`src/rtl/spi_regif_pkg.sv`:
```
package spi_regif_pkg;

    localparam int BYTE_W       = 8;
    localparam int DATA_W       = 24;
    localparam int NUM_CH       = 2;
    localparam int ADDR_W       = 5;
    localparam int DEVA_W       = 2;
    localparam int SYNC_STAGES  = 2;
    localparam int BYTES_PER_CH = DATA_W / BYTE_W;
    localparam int DATA_BYTES   = NUM_CH * BYTES_PER_CH;
    localparam int CNT_W        = $clog2(BYTE_W);

    typedef logic [ADDR_W-1:0] addr_t;
    typedef logic [BYTE_W-1:0] byte_t;

    localparam addr_t A_DATA_LAST = addr_t'(DATA_BYTES - 1);
    localparam addr_t A_MODOUT    = addr_t'(DATA_BYTES);
    localparam addr_t A_PHASE     = addr_t'(DATA_BYTES + 1);
    localparam addr_t A_GAIN      = addr_t'(DATA_BYTES + 2);
    localparam addr_t A_STAT      = addr_t'(DATA_BYTES + 3);
    localparam addr_t A_CTL1      = addr_t'(DATA_BYTES + 4);
    localparam addr_t A_CTL2      = addr_t'(DATA_BYTES + 5);

    localparam byte_t MASK_STAT = 8'hFC;
    localparam byte_t MASK_CTL1 = 8'h3F;

    typedef enum logic [1:0] {
        PH_CMD,
        PH_DATA,
        PH_SKIP
    } phase_e;

    typedef struct packed {
        logic [DEVA_W-1:0] dev;
        addr_t             reg_addr;
        logic              rd;
    } ctrl_byte_t;

    typedef struct packed {
        byte_t phase;
        byte_t gain;
        byte_t stat;
        byte_t ctl1;
        byte_t ctl2;
    } cfg_t;

    // Address stepping: loop inside the sample group and the control group,
    // park on addresses outside the map.
    function automatic addr_t step_addr(addr_t a);
        if (a == A_DATA_LAST)
            return '0;
        else if (a == A_CTL2)
            return A_MODOUT;
        else if (a > A_CTL2)
            return a;
        else
            return a + addr_t'(1);
    endfunction

endpackage

```
`src/rtl/spi_edge_sync.sv`:
```
module spi_edge_sync
    import spi_regif_pkg::*;
#(
    parameter int STAGES = SYNC_STAGES
) (
    input  logic clk,
    input  logic rst,
    input  logic spi_sck,
    input  logic spi_csn,
    input  logic spi_mosi,
    output logic cs_act,
    output logic sck_rise,
    output logic sck_fall,
    output logic mosi_s
);

    logic [STAGES-1:0] sck_q;
    logic [STAGES-1:0] csn_q;
    logic [STAGES-1:0] mosi_q;
    logic              sck_d;

    always_ff @(posedge clk) begin
        if (rst) begin
            sck_q  <= '0;
            csn_q  <= '1;
            mosi_q <= '0;
            sck_d  <= 1'b0;
        end else begin
            sck_q  <= {sck_q[STAGES-2:0], spi_sck};
            csn_q  <= {csn_q[STAGES-2:0], spi_csn};
            mosi_q <= {mosi_q[STAGES-2:0], spi_mosi};
            sck_d  <= sck_q[STAGES-1];
        end
    end

    assign cs_act   = ~csn_q[STAGES-1];
    assign sck_rise = cs_act &  sck_q[STAGES-1] & ~sck_d;
    assign sck_fall = cs_act & ~sck_q[STAGES-1] &  sck_d;
    assign mosi_s   = mosi_q[STAGES-1];

endmodule

```
`src/rtl/spi_frame_ctl.sv`:
```
module spi_frame_ctl
    import spi_regif_pkg::*;
#(
    parameter logic [DEVA_W-1:0] DEV_ADDR = '0
) (
    input  logic   clk,
    input  logic   rst,
    input  logic   cs_act,
    input  logic   sck_rise,
    input  logic   sck_fall,
    input  logic   mosi_s,
    input  byte_t  rd_byte,
    output addr_t  rd_addr,
    output logic   ld_en,
    output logic   snap_en,
    output logic   wr_en,
    output addr_t  wr_addr,
    output byte_t  wr_data,
    output addr_t  cur_addr,
    output phase_e phase,
    output logic   miso,
    output logic   miso_oe
);

    logic [CNT_W-1:0]  bit_cnt;
    logic [BYTE_W-2:0] rx_sh;
    logic              rd_mode;
    byte_t             tx_sh;
    logic              out_bit;
    byte_t             rx_byte;
    ctrl_byte_t        cmd;
    logic              byte_end;
    logic              match;

    assign rx_byte  = {rx_sh, mosi_s};
    assign cmd      = rx_byte;
    assign match    = (cmd.dev == DEV_ADDR);
    assign byte_end = sck_rise && (bit_cnt == CNT_W'(BYTE_W - 1));

    assign rd_addr = (phase == PH_CMD) ? cmd.reg_addr : cur_addr;
    assign ld_en   = byte_end && (((phase == PH_CMD) && match && cmd.rd) ||
                                  ((phase == PH_DATA) && rd_mode));
    assign snap_en = ld_en && ((phase == PH_CMD) || (cur_addr == '0));
    assign wr_en   = byte_end && (phase == PH_DATA) && !rd_mode;
    assign wr_addr = cur_addr;
    assign wr_data = rx_byte;

    always_ff @(posedge clk) begin
        if (rst || !cs_act) begin
            bit_cnt  <= '0;
            rx_sh    <= '0;
            phase    <= PH_CMD;
            rd_mode  <= 1'b0;
            cur_addr <= '0;
            tx_sh    <= '0;
            out_bit  <= 1'b0;
        end else begin
            if (sck_rise) begin
                rx_sh   <= rx_byte[BYTE_W-2:0];
                bit_cnt <= bit_cnt + CNT_W'(1);
            end
            if (byte_end) begin
                case (phase)
                    PH_CMD: begin
                        if (match) begin
                            phase    <= PH_DATA;
                            rd_mode  <= cmd.rd;
                            cur_addr <= cmd.rd ? step_addr(cmd.reg_addr) : cmd.reg_addr;
                        end else begin
                            phase <= PH_SKIP;
                        end
                    end
                    PH_DATA: cur_addr <= step_addr(cur_addr);
                    default: ;
                endcase
            end
            if (sck_fall && (phase == PH_DATA) && rd_mode) begin
                out_bit <= tx_sh[BYTE_W-1];
                tx_sh   <= {tx_sh[BYTE_W-2:0], 1'b0};
            end
            if (ld_en)
                tx_sh <= rd_byte;
        end
    end

    assign miso    = out_bit;
    assign miso_oe = cs_act && (phase == PH_DATA) && rd_mode;

endmodule

```
`src/rtl/spi_reg_bank.sv`:
```
module spi_reg_bank
    import spi_regif_pkg::*;
(
    input  logic                          clk,
    input  logic                          rst,
    input  logic                          wr_en,
    input  addr_t                         wr_addr,
    input  byte_t                         wr_data,
    input  addr_t                         rd_addr,
    input  logic                          snap_en,
    input  logic [NUM_CH-1:0][DATA_W-1:0] ch_live,
    input  byte_t                         mod_live,
    output byte_t                         rd_byte,
    output cfg_t                          cfg
);

    logic [DATA_W-1:0] snap_q [NUM_CH];
    logic [DATA_W-1:0] snap_v [NUM_CH];

    for (genvar c = 0; c < NUM_CH; c++) begin : g_ch
        always_ff @(posedge clk) begin
            if (rst)
                snap_q[c] <= '0;
            else if (snap_en)
                snap_q[c] <= ch_live[c];
        end
        // a capture and the load of address 0x00 may share a cycle
        assign snap_v[c] = snap_en ? ch_live[c] : snap_q[c];
    end

    always_ff @(posedge clk) begin
        if (rst) begin
            cfg <= '0;
        end else if (wr_en) begin
            case (wr_addr)
                A_PHASE: cfg.phase <= wr_data;
                A_GAIN:  cfg.gain  <= wr_data;
                A_STAT:  cfg.stat  <= wr_data & MASK_STAT;
                A_CTL1:  cfg.ctl1  <= wr_data & MASK_CTL1;
                A_CTL2:  cfg.ctl2  <= wr_data;
                default: ;
            endcase
        end
    end

    always_comb begin
        rd_byte = '0;
        for (int c = 0; c < NUM_CH; c++) begin
            for (int b = 0; b < BYTES_PER_CH; b++) begin
                if (rd_addr == addr_t'(c * BYTES_PER_CH + b))
                    rd_byte = snap_v[c][DATA_W-1-BYTE_W*b -: BYTE_W];
            end
        end
        case (rd_addr)
            A_MODOUT: rd_byte = mod_live;
            A_PHASE:  rd_byte = cfg.phase;
            A_GAIN:   rd_byte = cfg.gain;
            A_STAT:   rd_byte = cfg.stat & MASK_STAT;
            A_CTL1:   rd_byte = cfg.ctl1 & MASK_CTL1;
            A_CTL2:   rd_byte = cfg.ctl2;
            default:  ;
        endcase
    end

endmodule

```
`src/rtl/conv_spi_regif.sv`:
```
module conv_spi_regif
    import spi_regif_pkg::*;
#(
    parameter logic [DEVA_W-1:0] DEV_ADDR = '0
) (
    input  logic              clk,
    input  logic              rst,
    input  logic              spi_sck,
    input  logic              spi_csn,
    input  logic              spi_mosi,
    output logic              spi_miso,
    output logic              spi_miso_oe,
    input  logic [DATA_W-1:0] ch0_sample,
    input  logic [DATA_W-1:0] ch1_sample,
    input  logic [BYTE_W-1:0] mod_bits,
    output logic [BYTE_W-1:0] cfg_phase,
    output logic [BYTE_W-1:0] cfg_gain,
    output logic [BYTE_W-1:0] cfg_status,
    output logic [BYTE_W-1:0] cfg_ctrl1,
    output logic [BYTE_W-1:0] cfg_ctrl2
);

    logic   cs_act;
    logic   sck_rise;
    logic   sck_fall;
    logic   mosi_s;
    byte_t  rd_byte;
    addr_t  rd_addr;
    logic   ld_en;
    logic   snap_en;
    logic   wr_en;
    addr_t  wr_addr;
    byte_t  wr_data;
    addr_t  cur_addr;
    phase_e phase;
    cfg_t   cfg_q;
    logic [NUM_CH-1:0][DATA_W-1:0] ch_live;

    assign ch_live = {ch1_sample, ch0_sample};

    spi_edge_sync #(.STAGES(SYNC_STAGES)) sync_i (
        .clk      (clk),
        .rst      (rst),
        .spi_sck  (spi_sck),
        .spi_csn  (spi_csn),
        .spi_mosi (spi_mosi),
        .cs_act   (cs_act),
        .sck_rise (sck_rise),
        .sck_fall (sck_fall),
        .mosi_s   (mosi_s)
    );

    spi_frame_ctl #(.DEV_ADDR(DEV_ADDR)) ctl_i (
        .clk      (clk),
        .rst      (rst),
        .cs_act   (cs_act),
        .sck_rise (sck_rise),
        .sck_fall (sck_fall),
        .mosi_s   (mosi_s),
        .rd_byte  (rd_byte),
        .rd_addr  (rd_addr),
        .ld_en    (ld_en),
        .snap_en  (snap_en),
        .wr_en    (wr_en),
        .wr_addr  (wr_addr),
        .wr_data  (wr_data),
        .cur_addr (cur_addr),
        .phase    (phase),
        .miso     (spi_miso),
        .miso_oe  (spi_miso_oe)
    );

    spi_reg_bank bank_i (
        .clk      (clk),
        .rst      (rst),
        .wr_en    (wr_en),
        .wr_addr  (wr_addr),
        .wr_data  (wr_data),
        .rd_addr  (rd_addr),
        .snap_en  (snap_en),
        .ch_live  (ch_live),
        .mod_live (mod_bits),
        .rd_byte  (rd_byte),
        .cfg      (cfg_q)
    );

    assign cfg_phase  = cfg_q.phase;
    assign cfg_gain   = cfg_q.gain;
    assign cfg_status = cfg_q.stat;
    assign cfg_ctrl1  = cfg_q.ctl1;
    assign cfg_ctrl2  = cfg_q.ctl2;

endmodule

```
`config.mk`:
```
export PLATFORM = sky130hd
export DESIGN_NAME = conv_spi_regif
export DESIGN_NICKNAME = d
export VERILOG_FILES = /design/src/rtl/spi_regif_pkg.sv /design/src/rtl/spi_edge_sync.sv /design/src/rtl/spi_frame_ctl.sv /design/src/rtl/spi_reg_bank.sv /design/src/rtl/conv_spi_regif.sv
export SDC_FILE = /design/constraint.sdc
export NUM_CORES = 1
export LEC_CHECK = 0
export BUFFER_PORTS_ARGS = -buffer_cell sky130_fd_sc_hd__buf_2
export CORE_MARGIN = 5
export CORE_UTILIZATION = 57
export CTS_CLUSTER_DIAMETER = 150
export DETAILED_ROUTE_END_ITERATION = 8
export HOLD_SLACK_MARGIN = 0.06
export PLACE_DENSITY = 0.81
export REMOVE_ABC_BUFFERS = 1
export SYNTH_ARGS = -nofsm -noshare
export SYNTH_HDL_FRONTEND = slang
export SYNTH_SLANG_ARGS = --single-unit
```
`constraint.sdc`:
```
create_clock -name clk -period 3.7 [get_ports clk]
set_input_delay 0.37 -clock clk [delete_from_list [all_inputs] [get_ports clk]]
set_output_delay 0.37 -clock clk [all_outputs]
set_load 0.01 [all_outputs]
```
==> metrics.md, run 1 <==
| Metric | Value |
|---|---|
| Status | finished, final reports clean |
| Leakage | 3.078 nW |
| Critical setup path kind | flip-flop to flip-flop |
| Vias | 5441 |
| CTS tree | done |
| Port-buffer cells | 98 |
| Worst relative slew slack | 14.74% |
| Layout area overhead | 19.91% |
| # setup viols final | 0 |
| Hold Crit Depth | 2 |
| Root buf cell | clkbuf_8 |
| Cells along the critical path | ha_1, ha_1, or4bb_1, a211oi_2, buf_4, nand2_4, mux2i_1, a221oi_1, o41ai_1, a221oi_1 |
| Core Rows | 38 |
| RePlAce Congestion | 0.9050 |
| Fin. Hold Viols | 0 |
| Yosys Warn Count | 0 |
| Vias in the first global route | 5393 |
| # H-tree levels | 4 |
| Synthesized cell area | 0.006165 mm^2 |
| Non-Filler Instances | 889 |
| Register area share after synthesis | 46.11% |
| Fmax | 0.3252 GHz |
| WL met2 | 8032 um |
| Post-synth EDFFs | 48 |
| VDD IR max | 0.0002695 V |
| Final worst path period share | 83.12% |
| Fin nets | 805 |
| Worst R2R Path Depth | 10 |
| Total global routing overflow | 0 |
| Vias/cell | 6.120 |
| Clk_skew | 0.007418 ns |
| Initial drt markers | 618 |
| Placement Cell Area | 0.006740 mm^2 |
| Die width | 114.0 um |
| Top Layer Used | met4 |
| Postcts setup bufs | 0 |
| Top cells by area, synth | edfxtp_1, dfxtp_1, mux2i_1 |
| Wire length per cell | 19.58 um |
| Placed wire-length estimate | 12090 um |
| WL final | 17410 um |
| RSZ-0062 raised after global routing | false |
| # diodes | 0 |
| Metal-1 WL | 7177 um |
| Synth async-reset ratio | 0% |
| Crit path max fanout | 38 |
| Worst-path cell with the longest stage delay | or4bb_1 |
| Total GRT Usage | 27.10% |
| Fin Setup TNS | 0 ns |
| Final Max Slew Viols | 0 |
| Post-route ant nets | 0 |
| Post-route cell area | 0.007392 mm^2 |
| Max Cap Viol | 0 |
| Worst-Skew Late Latency | 0.52 ns |
| Core ar. | 0.01070 mm^2 |
| Synth top area share | 23.38% |
| Fill cell count | 825 |
| CTS sink cnt | 118 |
| Synth Flop Type | dfxtp_1 |
| Largest area contributor in the netlist | edfxtp_1 |
| Crit end category | flip-flop |
| Post-synthesis cell count | 643 |
| Max clock buf depth | 2 |
| Largest net degree at the start of global routing | 43 |
| Die height | 114.0 um |
| Inst Count DP | 854 |
| Total CTS buffers | 17 |
| Cts repair resizes | 0 |
| Least-Margin Pin Slew | 1.273 ns |
| Power Density | 434.4 mW/mm^2 |
| Netlist cell types | 66 |
| Worst endpoint required time | 4.12 ns |
| First-pass GRT wire length | 27510 um |
| Worst-path clk slew | 0.06 ns |
| Initial antenna violation count | 0 |
| Share of cells above drive strength 1 | 23.36% |
| Period minus WS final | 3.075 ns |
| Final hold slack | 0.1429 ns |
| I/O pin total | 103 |
| Yosys reg bits | 118 |
| Initial core utilization | 57.63% |
| CP max stage delay | 0.51 ns |
| Mean Syn Cell Area | 9.587 um^2 |
| First-pass detailed-route iteration total | 5 |
| Worst Setup Start Kind | flip-flop |
| Die Area | 0.01299 mm^2 |
| Met3 Wirelength | 1761 um |
| CP Data Arrival Time | 3.50 ns |
| DRC | 0 |
| Hold Path Class | input pin to flip-flop |
| Hold_buf cts | 3 |
| Total design power | 3.211 mW |
[cell usage in the layout (no fill, tap or decap), types with 5 or more instances in the layout]
cell type	instances
buf_2	98
buf_4	11
nand3_1	19
nand2b_1	5
a22oi_1	17
edfxtp_1	48
clkbuf_16	18
dfxtp_1	70
nor4b_1	7
nor2_1	65
a21oi_1	48
a221oi_1	13
and2_1	50
o21ai_0	13
nor3_1	10
nand2_1	71
ha_1	8
mux2i_1	55
o22ai_1	7
nor2b_1	9
[cell type report]
cell class	instances	area (um^2)	share of cell area, %
tap	140	175.2	2.370
timing repair buffer	113	623.1	8.429
clock buffer	22	485.5	6.567
multi-input combinational	481	3110	42.08
sequential	118	2843	38.46
inverter	5	18.77	0.2539
clock inverter	10	136.4	1.845
[state kept, by name, indices dropped and copies added (netlist names)]
signal and count:
bank_i.cfg 36, bank_i.snap_q 48, ctl_i.bit_cnt 3, ctl_i.cur_addr 5, ctl_i.miso 1, ctl_i.phase 2
ctl_i.rd_mode 1, ctl_i.rx_sh 7, ctl_i.tx_sh 8, sync_i.csn_q 2, sync_i.mosi_q 2, sync_i.sck_d 1
sync_i.sck_q 2
[per-stage QoR]
stage | setup slack (ns) | utilization [%]
after global placement | 0.8259 | 63.01
final | 0.6245 | 69.10
after detailed placement | 0.6876 | 63.01
after CTS | 0.6664 | 69.10
after floorplan | 0.08228 | -
after global routing | 0.3719 | 69.10
[kinds of logic (layout without fill, tap and decap cells)]
logic type,after synthesis,after routing,synth area share (%)
AO/OA/AOI/OAI,142,142,16.16
XOR/XNOR,1,1,0.1421
adder cells (fa/ha/maj),8,8,1.624
buffers and inverters,47,150,3.775
flip-flops,118,118,46.11
multiplexers,57,57,9.296
other,1,4,0.06083
AND/OR/NAND/NOR,269,269,22.83
[critical path, delay by kind of cell, from the launching register on]
| kind | cells | cell delay (ns) |
|---|---|---|
| fa+ha+maj | 2 | 0.32 |
| compound gates | 4 | 1.04 |
| simple gates | 2 | 0.82 |
| flops | 1 | 0.35 |
| mux | 1 | 0.21 |
| buf+inv | 1 | 0.23 |
[synth_stat cells, types with 3 or more instances]
master,n
a211oi_1,4
a21oi_1,48
a221oi_1,13
a22oi_1,17
a31o_2,3
a31oi_1,4
a32oi_1,3
a41oi_1,3
and2_1,50
buf_2,12
buf_4,7
clkbuf_1,21
dfxtp_1,70
edfxtp_1,48
ha_1,8
inv_1,4
mux2i_1,55
nand2_1,71
nand2b_1,6
nand3_1,19
nor2_1,66
nor2b_1,9
nor3_1,10
nor3_2,4
nor3b_1,4
nor3b_2,3
nor4b_1,7
o21ai_0,13
o22ai_1,7
o41ai_2,3
or2_2,3
[power by group]
part / total (mW) / switching (mW) / internal [mW]
combinational: 0.100 / 0.0584 / 0.0418
sequential: 1.38 / 0.00698 / 1.37
clock: 1.73 / 0.605 / 1.13
total: 3.21 / 0.670 / 2.54
[routing by layer]
layer	track usage [%]	vias to the layer above
met5	0	-
met4	11.40	0
met2	42.31	303
met3	8.329	46
met1	34.95	2564
li1	-	2528
[worst paths after layout]
path / startpoint / to / slack, ns
min reg2reg: sync_i.csn_q[0] / sync_i.csn_q[1] / 0.42
max reg2reg: ctl_i.bit_cnt[0] / ctl_i.tx_sh[7] / 0.62
min: ch0_sample[20] / bank_i.snap_q[0][20] / 0.14
max: ctl_i.bit_cnt[0] / ctl_i.tx_sh[7] / 0.62
Power figures use the tool's default switching activity.
==> run 2: changes to the inputs <==
==> constraint.sdc (replaced) <==
create_clock -name clk -period 3.2 [get_ports clk]
set_input_delay 0.32 -clock clk [delete_from_list [all_inputs] [get_ports clk]]
set_output_delay 0.32 -clock clk [all_outputs]
set_load 0.01 [all_outputs]
==> run 2 against run 1 <==
Effect of this change:
- clock power barely moved
- utilization increased by 0.48 points
- setup slack worse by 0.42 ns
- routed wire length increased by 0.37%
- sequential share of layout area fell by 0.27 points
- register-to-register slack lost 0.42 ns
- count of clock-buffer cells in the layout increased by 4
- critical path depth stayed put
- via count up 1.3%
- clock skew about the same
- combinational power up 22%
- final area grew 0.69%
- critical path type unchanged
- critical endpoint is now ctl_i.tx_sh[0]
- largest power group unchanged
==> metrics.md, run 2 (same netlist as run 1, synthesis figures left out) <==
| Metric | Value |
|---|---|
| First-pass detailed-route iteration total | 5 (unchanged) |
| Total global routing overflow | 0 (unchanged) |
| Vias | 5511 (was 5441) |
| Final worst path period share | 93.53% (was 83.12%) |
| Most common cell after layout, fill and taps aside | buf_2 (unchanged) |
| Initial drt markers | 623 (was 618) |
| Fin nets | 818 (was 805) |
| Worst relative slew slack | 18.63% (was 14.74%) |
| Cells along the critical path | ha_1, ha_1, or4bb_1, a211oi_2, and2_1, buf_4, mux2i_1, o22ai_1, o41ai_2, a21oi_1 (was ha_1, ha_1, or4bb_1, a211oi_2, buf_4, nand2_4, mux2i_1, a221oi_1, o41ai_1, a221oi_1) |
| Total GRT Usage | 27.59% (was 27.10%) |
| Least-Margin Pin Slew | 1.215 ns (was 1.273 ns) |
| Fill cell count | 851 (was 825) |
| Vias/cell | 6.110 (was 6.120) |
| Reg with most FFs | bank_i.snap_q (unchanged) |
| CP Data Arrival Time | 3.42 ns (was 3.50 ns) |
| Worst-path cell with the longest stage delay | or4bb_1 (unchanged) |
| Layout area overhead | 20.74% (was 19.91%) |
| Most frequent cell on the critical path | ha_1 |
| Vias in the first global route | 5434 (was 5393) |
| Worst endpoint required time | 3.62 ns (was 4.12 ns) |
| Die height | 114.0 um (unchanged) |
| Status | finished, final reports clean (unchanged) |
| Commonest non-fill, non-tap cells in the layout | buf_2, nand2_1, dfxtp_1 (unchanged) |
| RePlAce Congestion | 0.9323 (was 0.9050) |
| Share of cells above drive strength 1 | 23.23% (was 23.36%) |
| I/O pin total | 103 (unchanged) |
| Period minus WS final | 2.993 ns (was 3.075 ns) |
| Total CTS buffers | 17 (unchanged) |
| Power Density | 467.3 mW/mm^2 (was 434.4 mW/mm^2) |
| Final worst slack | 0.2070 ns (was 0.6245 ns) |
| Die width | 114.0 um (unchanged) |
| CTS sink cnt | 118 (unchanged) |
| Core ar. | 0.01070 mm^2 (unchanged) |
| Core Rows | 38 (unchanged) |
| Initial core utilization | 57.63% (unchanged) |
| CP max stage delay | 0.51 ns (about the same) |
| Seq. cell area | 0.002843 mm^2 (unchanged) |
| Crit path max fanout | 29 (was 38) |
| First-pass GRT wire length | 27830 um (was 27510 um) |
| Die Area | 0.01299 mm^2 (unchanged) |
| WL final | 17470 um (was 17410 um) |
| Pre-CTS WS | 0.2491 ns (was 0.6876 ns) |
| Fmax | 0.3341 GHz (was 0.3252 GHz) |
| Fin Setup TNS | 0 ns (unchanged) |
| Flip-flop count of the largest register after layout | 48 (unchanged) |
| Max Cap Viol | 0 (unchanged) |
| RSZ-0062 raised after global routing | false (unchanged) |
| # diodes | 0 (unchanged) |
| Final Max Slew Viols | 0 (unchanged) |
| Worst-Skew Late Latency | 0.54 ns (was 0.52 ns) |
| Initial antenna violation count | 0 (unchanged) |
| CTS tree | done (unchanged) |
| Area of the multi-input gates | 0.003119 mm^2 (was 0.003110 mm^2) |
| Post-route ant nets | 0 (unchanged) |
| VDD IR max | 0.0003883 V (was 0.0002695 V) |
| Worst-path clk slew | 0.06 ns (about the same) |
| Max clock buf depth | 2 (unchanged) |
| Clk_skew | 0.007075 ns (was 0.007418 ns) |
| Crit end category | flip-flop (unchanged) |
| Post-route cell area | 0.007443 mm^2 (was 0.007392 mm^2) |
| Placement Cell Area | 0.006778 mm^2 (was 0.006740 mm^2) |
| Hold Path Class | input pin to flip-flop (unchanged) |
| Regs by FF count | bank_i.snap_q: 48 flops, bank_i.cfg: 36 flops, ctl_i.tx_sh: 8 flops (unchanged) |
| Critical setup path kind | flip-flop to flip-flop (unchanged) |
| DRC | 0 (unchanged) |
| Port-buffer cells | 98 (unchanged) |
| # setup viols final | 0 (unchanged) |
| Wire length per cell | 19.37 um (was 19.58 um) |
| Root buf cell | clkbuf_8 (unchanged) |
| Worst Setup Start Kind | flip-flop (unchanged) |
| Fin. Hold Viols | 0 (unchanged) |
| Largest net degree at the start of global routing | 49 (was 43) |
| Leakage | 3.101 nW (was 3.078 nW) |
| Total design power | 3.478 mW (was 3.211 mW) |
| # H-tree levels | 4 (unchanged) |
| Placed wire-length estimate | 12230 um (was 12090 um) |
## run 2: cell types whose count changed in the layout (fill, tap and decap cells not counted), moves of 3 or more
cell and delta:
dlygate4sd3_1 +8, buf_4 +5, bufinv_16 -3, clkbuf_1 +3
## run 2: path summary, 6_finish.rpt
| path | from | endpoint | slack [ns] | cells past startpoint |
|---|---|---|---|---|
| worst max register to register | ctl_i.bit_cnt[0] | ctl_i.tx_sh[0] | 0.21 | 10 |
| worst min-delay path | ch0_sample[3] | bank_i.snap_q[0][3] | 0.08 | 2 |
| worst max-delay path | ctl_i.bit_cnt[0] | ctl_i.tx_sh[0] | 0.21 | 10 |
| worst min register to register | sync_i.csn_q[0] | sync_i.csn_q[1] | 0.41 | 1 |
## run 2: area by class of cell
class,count,area share [%]
clock buffer,26,6.858
clock inverter,6,0.4875
inverter,5,0.2521
multi-input combinational,481,41.91
sequential,118,38.19
tap,140,2.353
timing repair buffer,126,9.951
## run 2: layer usage
| metal | GRT usage (%) | routed length [um] |
|---|---|---|
| met1 | 37.96 | 7572 |
| met5 | 0 | 0 |
| met2 | 41.02 | 7886 |
| met4 | 11.56 | 404 |
| met3 | 7.586 | 1611 |
## run 2: what timing repair did
| item | CTS | global route |
|---|---|---|
| endpoints found under the setup margin | 0 | 1 |
| buffers inserted | 0 | 0 |
| hold buffers | 11 | 0 |
| endpoints found under the hold margin | 11 | 0 |
| resized for setup | 0 | 1 |
## run 2: power breakdown
group | internal (mW) | switching, mW | total [mW]
clock | 1.08 | 0.677 | 1.76
combinational | 0.0546 | 0.0669 | 0.122
sequential | 1.59 | 0.00922 | 1.60
## run 2: critical path, delay by kind of cell (launching register included)
| family | cells | cell delay, ns |
|---|---|---|
| compound gates | 4 | 0.92 |
| buf+inv | 1 | 0.31 |
| flops | 1 | 0.36 |
| fa+ha+maj | 2 | 0.32 |
| simple gates | 2 | 0.71 |
| mux | 1 | 0.25 |
## run 2: stage by stage
stage,utilization [%],instances,hold WS [ns]
6_report,69.58,902,0.07866
5_1_grt,69.58,902,0.06345
4_1_cts,69.50,902,0.06107
3_5_place_dp,63.36,859,0.3999
3_3_place_gp,63.36,859,0.3962
2_1_floorplan,-,604,0.3891
==> run 3: changes to the inputs <==
--- a/config.mk
+++ b/config.mk
@@ -11,6 +11,7 @@
 export CTS_CLUSTER_DIAMETER = 150
 export DETAILED_ROUTE_END_ITERATION = 8
 export HOLD_SLACK_MARGIN = 0.06
+export MAX_ROUTING_LAYER = met4
 export PLACE_DENSITY = 0.81
 export REMOVE_ABC_BUFFERS = 1
 export SYNTH_ARGS = -nofsm -noshare
==> run 3 against run 2 <==
Effect of this change:
- global-route usage grew 0.62 points
- register-to-register slack barely moved
- power is 4.5% higher
- count of clock-buffer cells in the layout down 2
- routed wire length grew 1.2%
- clock skew is 0.0049 ns higher
- die area stayed put
- via count increased by 0.67%
- combinational power is 4% lower
- clock power rose by 9%
- critical endpoint is now ctl_i.tx_sh[7]
==> metrics.md, run 3 (same netlist as run 1, synthesis figures left out) <==
| Metric | Value |
|---|---|
| Status | finished, final reports clean (unchanged) |
| RePlAce Congestion | 0.9251 (was 0.9323) |
| Max Cap Viol | 0 (unchanged) |
| Least-Margin Pin Slew | 1.212 ns (was 1.215 ns) |
| Final worst path period share | 93.98% (was 93.53%) |
| Core Rows | 38 (unchanged) |
| Initial antenna violation count | 0 (unchanged) |
| Regs by FF count | bank_i.snap_q: 48 flops, bank_i.cfg: 36 flops, ctl_i.tx_sh: 8 flops (unchanged) |
| R2r endpoint | ctl_i.tx_sh[7] (was ctl_i.tx_sh[0]) |
| Seq. cell area | 0.002843 mm^2 (unchanged) |
| Clk_skew | 0.01196 ns (was 0.007075 ns) |
| Placed wire-length estimate | 12080 um (was 12230 um) |
| Fmax | 0.3325 GHz (was 0.3341 GHz) |
| Worst-Skew Late Latency | 0.54 ns (about the same) |
| RSZ-0062 raised after global routing | false (unchanged) |
| Final hold slack | 0.07908 ns (was 0.07866 ns) |
| Critical setup path kind | flip-flop to flip-flop (unchanged) |
| Pre-CTS WS | 0.2601 ns (was 0.2491 ns) |
| Core ar. | 0.01070 mm^2 (unchanged) |
| WHS Endpoint | bank_i.snap_q[1][3] (was bank_i.snap_q[0][3]) |
| Worst endpoint required time | 3.59 ns (was 3.62 ns) |
| # H-tree levels | 4 (unchanged) |
| Total global routing overflow | 0 (unchanged) |
| Layout area overhead | 20.36% (was 20.74%) |
| Share of cells above drive strength 1 | 23.77% (was 23.23%) |
| Final Util | 69.36% (was 69.58%) |
| Worst R2R Path Depth | 9 (was 10) |
| Hold Path Class | input pin to flip-flop (unchanged) |
| Period minus WS final | 3.007 ns (was 2.993 ns) |
| Initial core utilization | 57.63% (unchanged) |
| Reg with most FFs | bank_i.snap_q (unchanged) |
| WL final | 17690 um (was 17470 um) |
| Total CTS buffers | 17 (unchanged) |
| Commonest non-fill, non-tap cells in the layout | buf_2, nand2_1, dfxtp_1 (unchanged) |
| Total GRT Usage | 28.20% (was 27.59%) |
| Root buf cell | clkbuf_8 (unchanged) |
| Worst Setup Start Kind | flip-flop (unchanged) |
| Die height | 114.0 um (unchanged) |
| Fin. Hold Viols | 0 (unchanged) |
| Cts repair resizes | 0 (unchanged) |
| Crit path max fanout | 43 (was 29) |
| Final Max Slew Viols | 0 (unchanged) |
| Power Density | 489.7 mW/mm^2 (was 467.3 mW/mm^2) |
| First-pass detailed-route iteration total | 5 (unchanged) |
| Worst relative slew slack | 18.87% (was 18.63%) |
| Vias in the first global route | 5427 (was 5434) |
| Max clock buf depth | 2 (unchanged) |
| Initial drt markers | 538 (was 623) |
| Vias | 5548 (was 5511) |
| Final worst slack | 0.1926 ns (was 0.2070 ns) |
| Worst-path clk slew | 0.06 ns (about the same) |
| First-pass GRT wire length | 27900 um (was 27830 um) |
| Leakage | 3.086 nW (was 3.101 nW) |
| CTS tree | done (unchanged) |
| VDD IR max | 0.0003017 V (was 0.0003883 V) |
| Worst reg2reg startpoint | ctl_i.bit_cnt[0] (unchanged) |
| Total design power | 3.634 mW (was 3.478 mW) |
| I/O pin total | 103 (unchanged) |
| Largest net degree at the start of global routing | 44 (was 49) |
| Die Area | 0.01299 mm^2 (unchanged) |
| Vias/cell | 6.213 (was 6.110) |
| Port-buffer cells | 98 (unchanged) |
| Fin nets | 809 (was 818) |
| Fill cell count | 850 (was 851) |
| DRC | 0 (unchanged) |
| Die width | 114.0 um (unchanged) |
| # setup viols final | 0 (unchanged) |
| Postcts setup bufs | 0 (unchanged) |
| Flip-flop count of the largest register after layout | 48 (unchanged) |
| Wire length per cell | 19.81 um (was 19.37 um) |
| Crit end category | flip-flop (unchanged) |
| Flop-to-flop setup slack | 0.19 ns (was 0.21 ns) |
| Hold Crit Depth | 2 (unchanged) |
| CP Data Arrival Time | 3.39 ns (was 3.42 ns) |
| Post-route ant nets | 0 (unchanged) |
| CTS sink cnt | 118 (unchanged) |
| Hold Path Origin | ch1_sample[3] (was ch0_sample[3]) |
| # diodes | 0 (unchanged) |
| Area of the multi-input gates | 0.003110 mm^2 (was 0.003119 mm^2) |
| Most common cell after layout, fill and taps aside | buf_2 (unchanged) |
-- run 3: cell count changes in the layout (fill, tap and decap cells not counted), moves of 2 or more --
| cell | change |
|---|---|
| dlygate4sd3_1 | -8 |
| clkbuf_1 | -3 |
| buf_4 | -2 |
| clkinv_4 | +2 |
| inv_4 | -2 |
-- run 3: worst max-delay path: stages (launching register included) --
cell	delay (ns)
dfxtp_1	0.35
ha_1	0.15
ha_1	0.16
or4bb_1	0.51
a211oi_2	0.33
nand2_4	0.38
mux2i_1	0.30
o22ai_1	0.11
o41ai_1	0.40
a221oi_1	0.15
-- run 3: through the flow --
stage	instances	setup TNS [ns]	area, um^2
2_1_floorplan	604	-29.12	5962
3_3_place_gp	858	0	6783
3_5_place_dp	858	0	6783
4_1_cts	893	0	7420
5_1_grt	893	0	7420
6_report	893	0	7420
-- run 3: final cells by class --
type	instances	share of cell area (%)
well taps	140	2.361
flip-flops and latches	118	38.31
clock buffers	24	7.066
clock inverters	8	1.113
multi-input cells	481	41.92
inverters	5	0.2530
repair buffers	117	8.971
-- run 3: metal layers --
layer | track usage (%) | part of all wire (%) | up-vias
met5 | - | 0 | -
met4 | 11.32 | 2.9 | 0
met2 | 42.66 | 46 | 335
met3 | 6.048 | 9.8 | 48
met1 | 37.03 | 41 | 2637
li1 | - | - | 2528
-- run 3: timing repair --
item	CTS	global route
hold endpoints to repair	3	0
setup endpoints to repair	0	0
hold buffers	3	0
-- run 3: power breakdown --
| group | internal, mW | leakage [nW] | total, mW | switching [mW] |
|---|---|---|---|---|
| clock | 1.22 | 0.294 | 1.92 | 0.706 |
| sequential | 1.59 | 1.06 | 1.59 | 0.00869 |
| combinational | 0.0488 | 1.73 | 0.117 | 0.0683 |
| total | 2.85 | 3.09 | 3.63 | 0.783 |
-- run 3: worst max-delay path by stage --
stage,start,to,slack [ns],cells past startpoint
after detailed placement,ctl_i.bit_cnt[0],ctl_i.tx_sh[7],0.26,9
after global placement,ctl_i.bit_cnt[0],ctl_i.tx_sh[1],0.39,9
after CTS,ctl_i.bit_cnt[1],ctl_i.tx_sh[7],0.20,9
after floorplan,ctl_i.bit_cnt[0],bank_i.snap_q[0][0],-0.42,6
after global routing,ctl_i.bit_cnt[1],ctl_i.tx_sh[7],0.02,9
final,ctl_i.bit_cnt[0],ctl_i.tx_sh[7],0.19,9
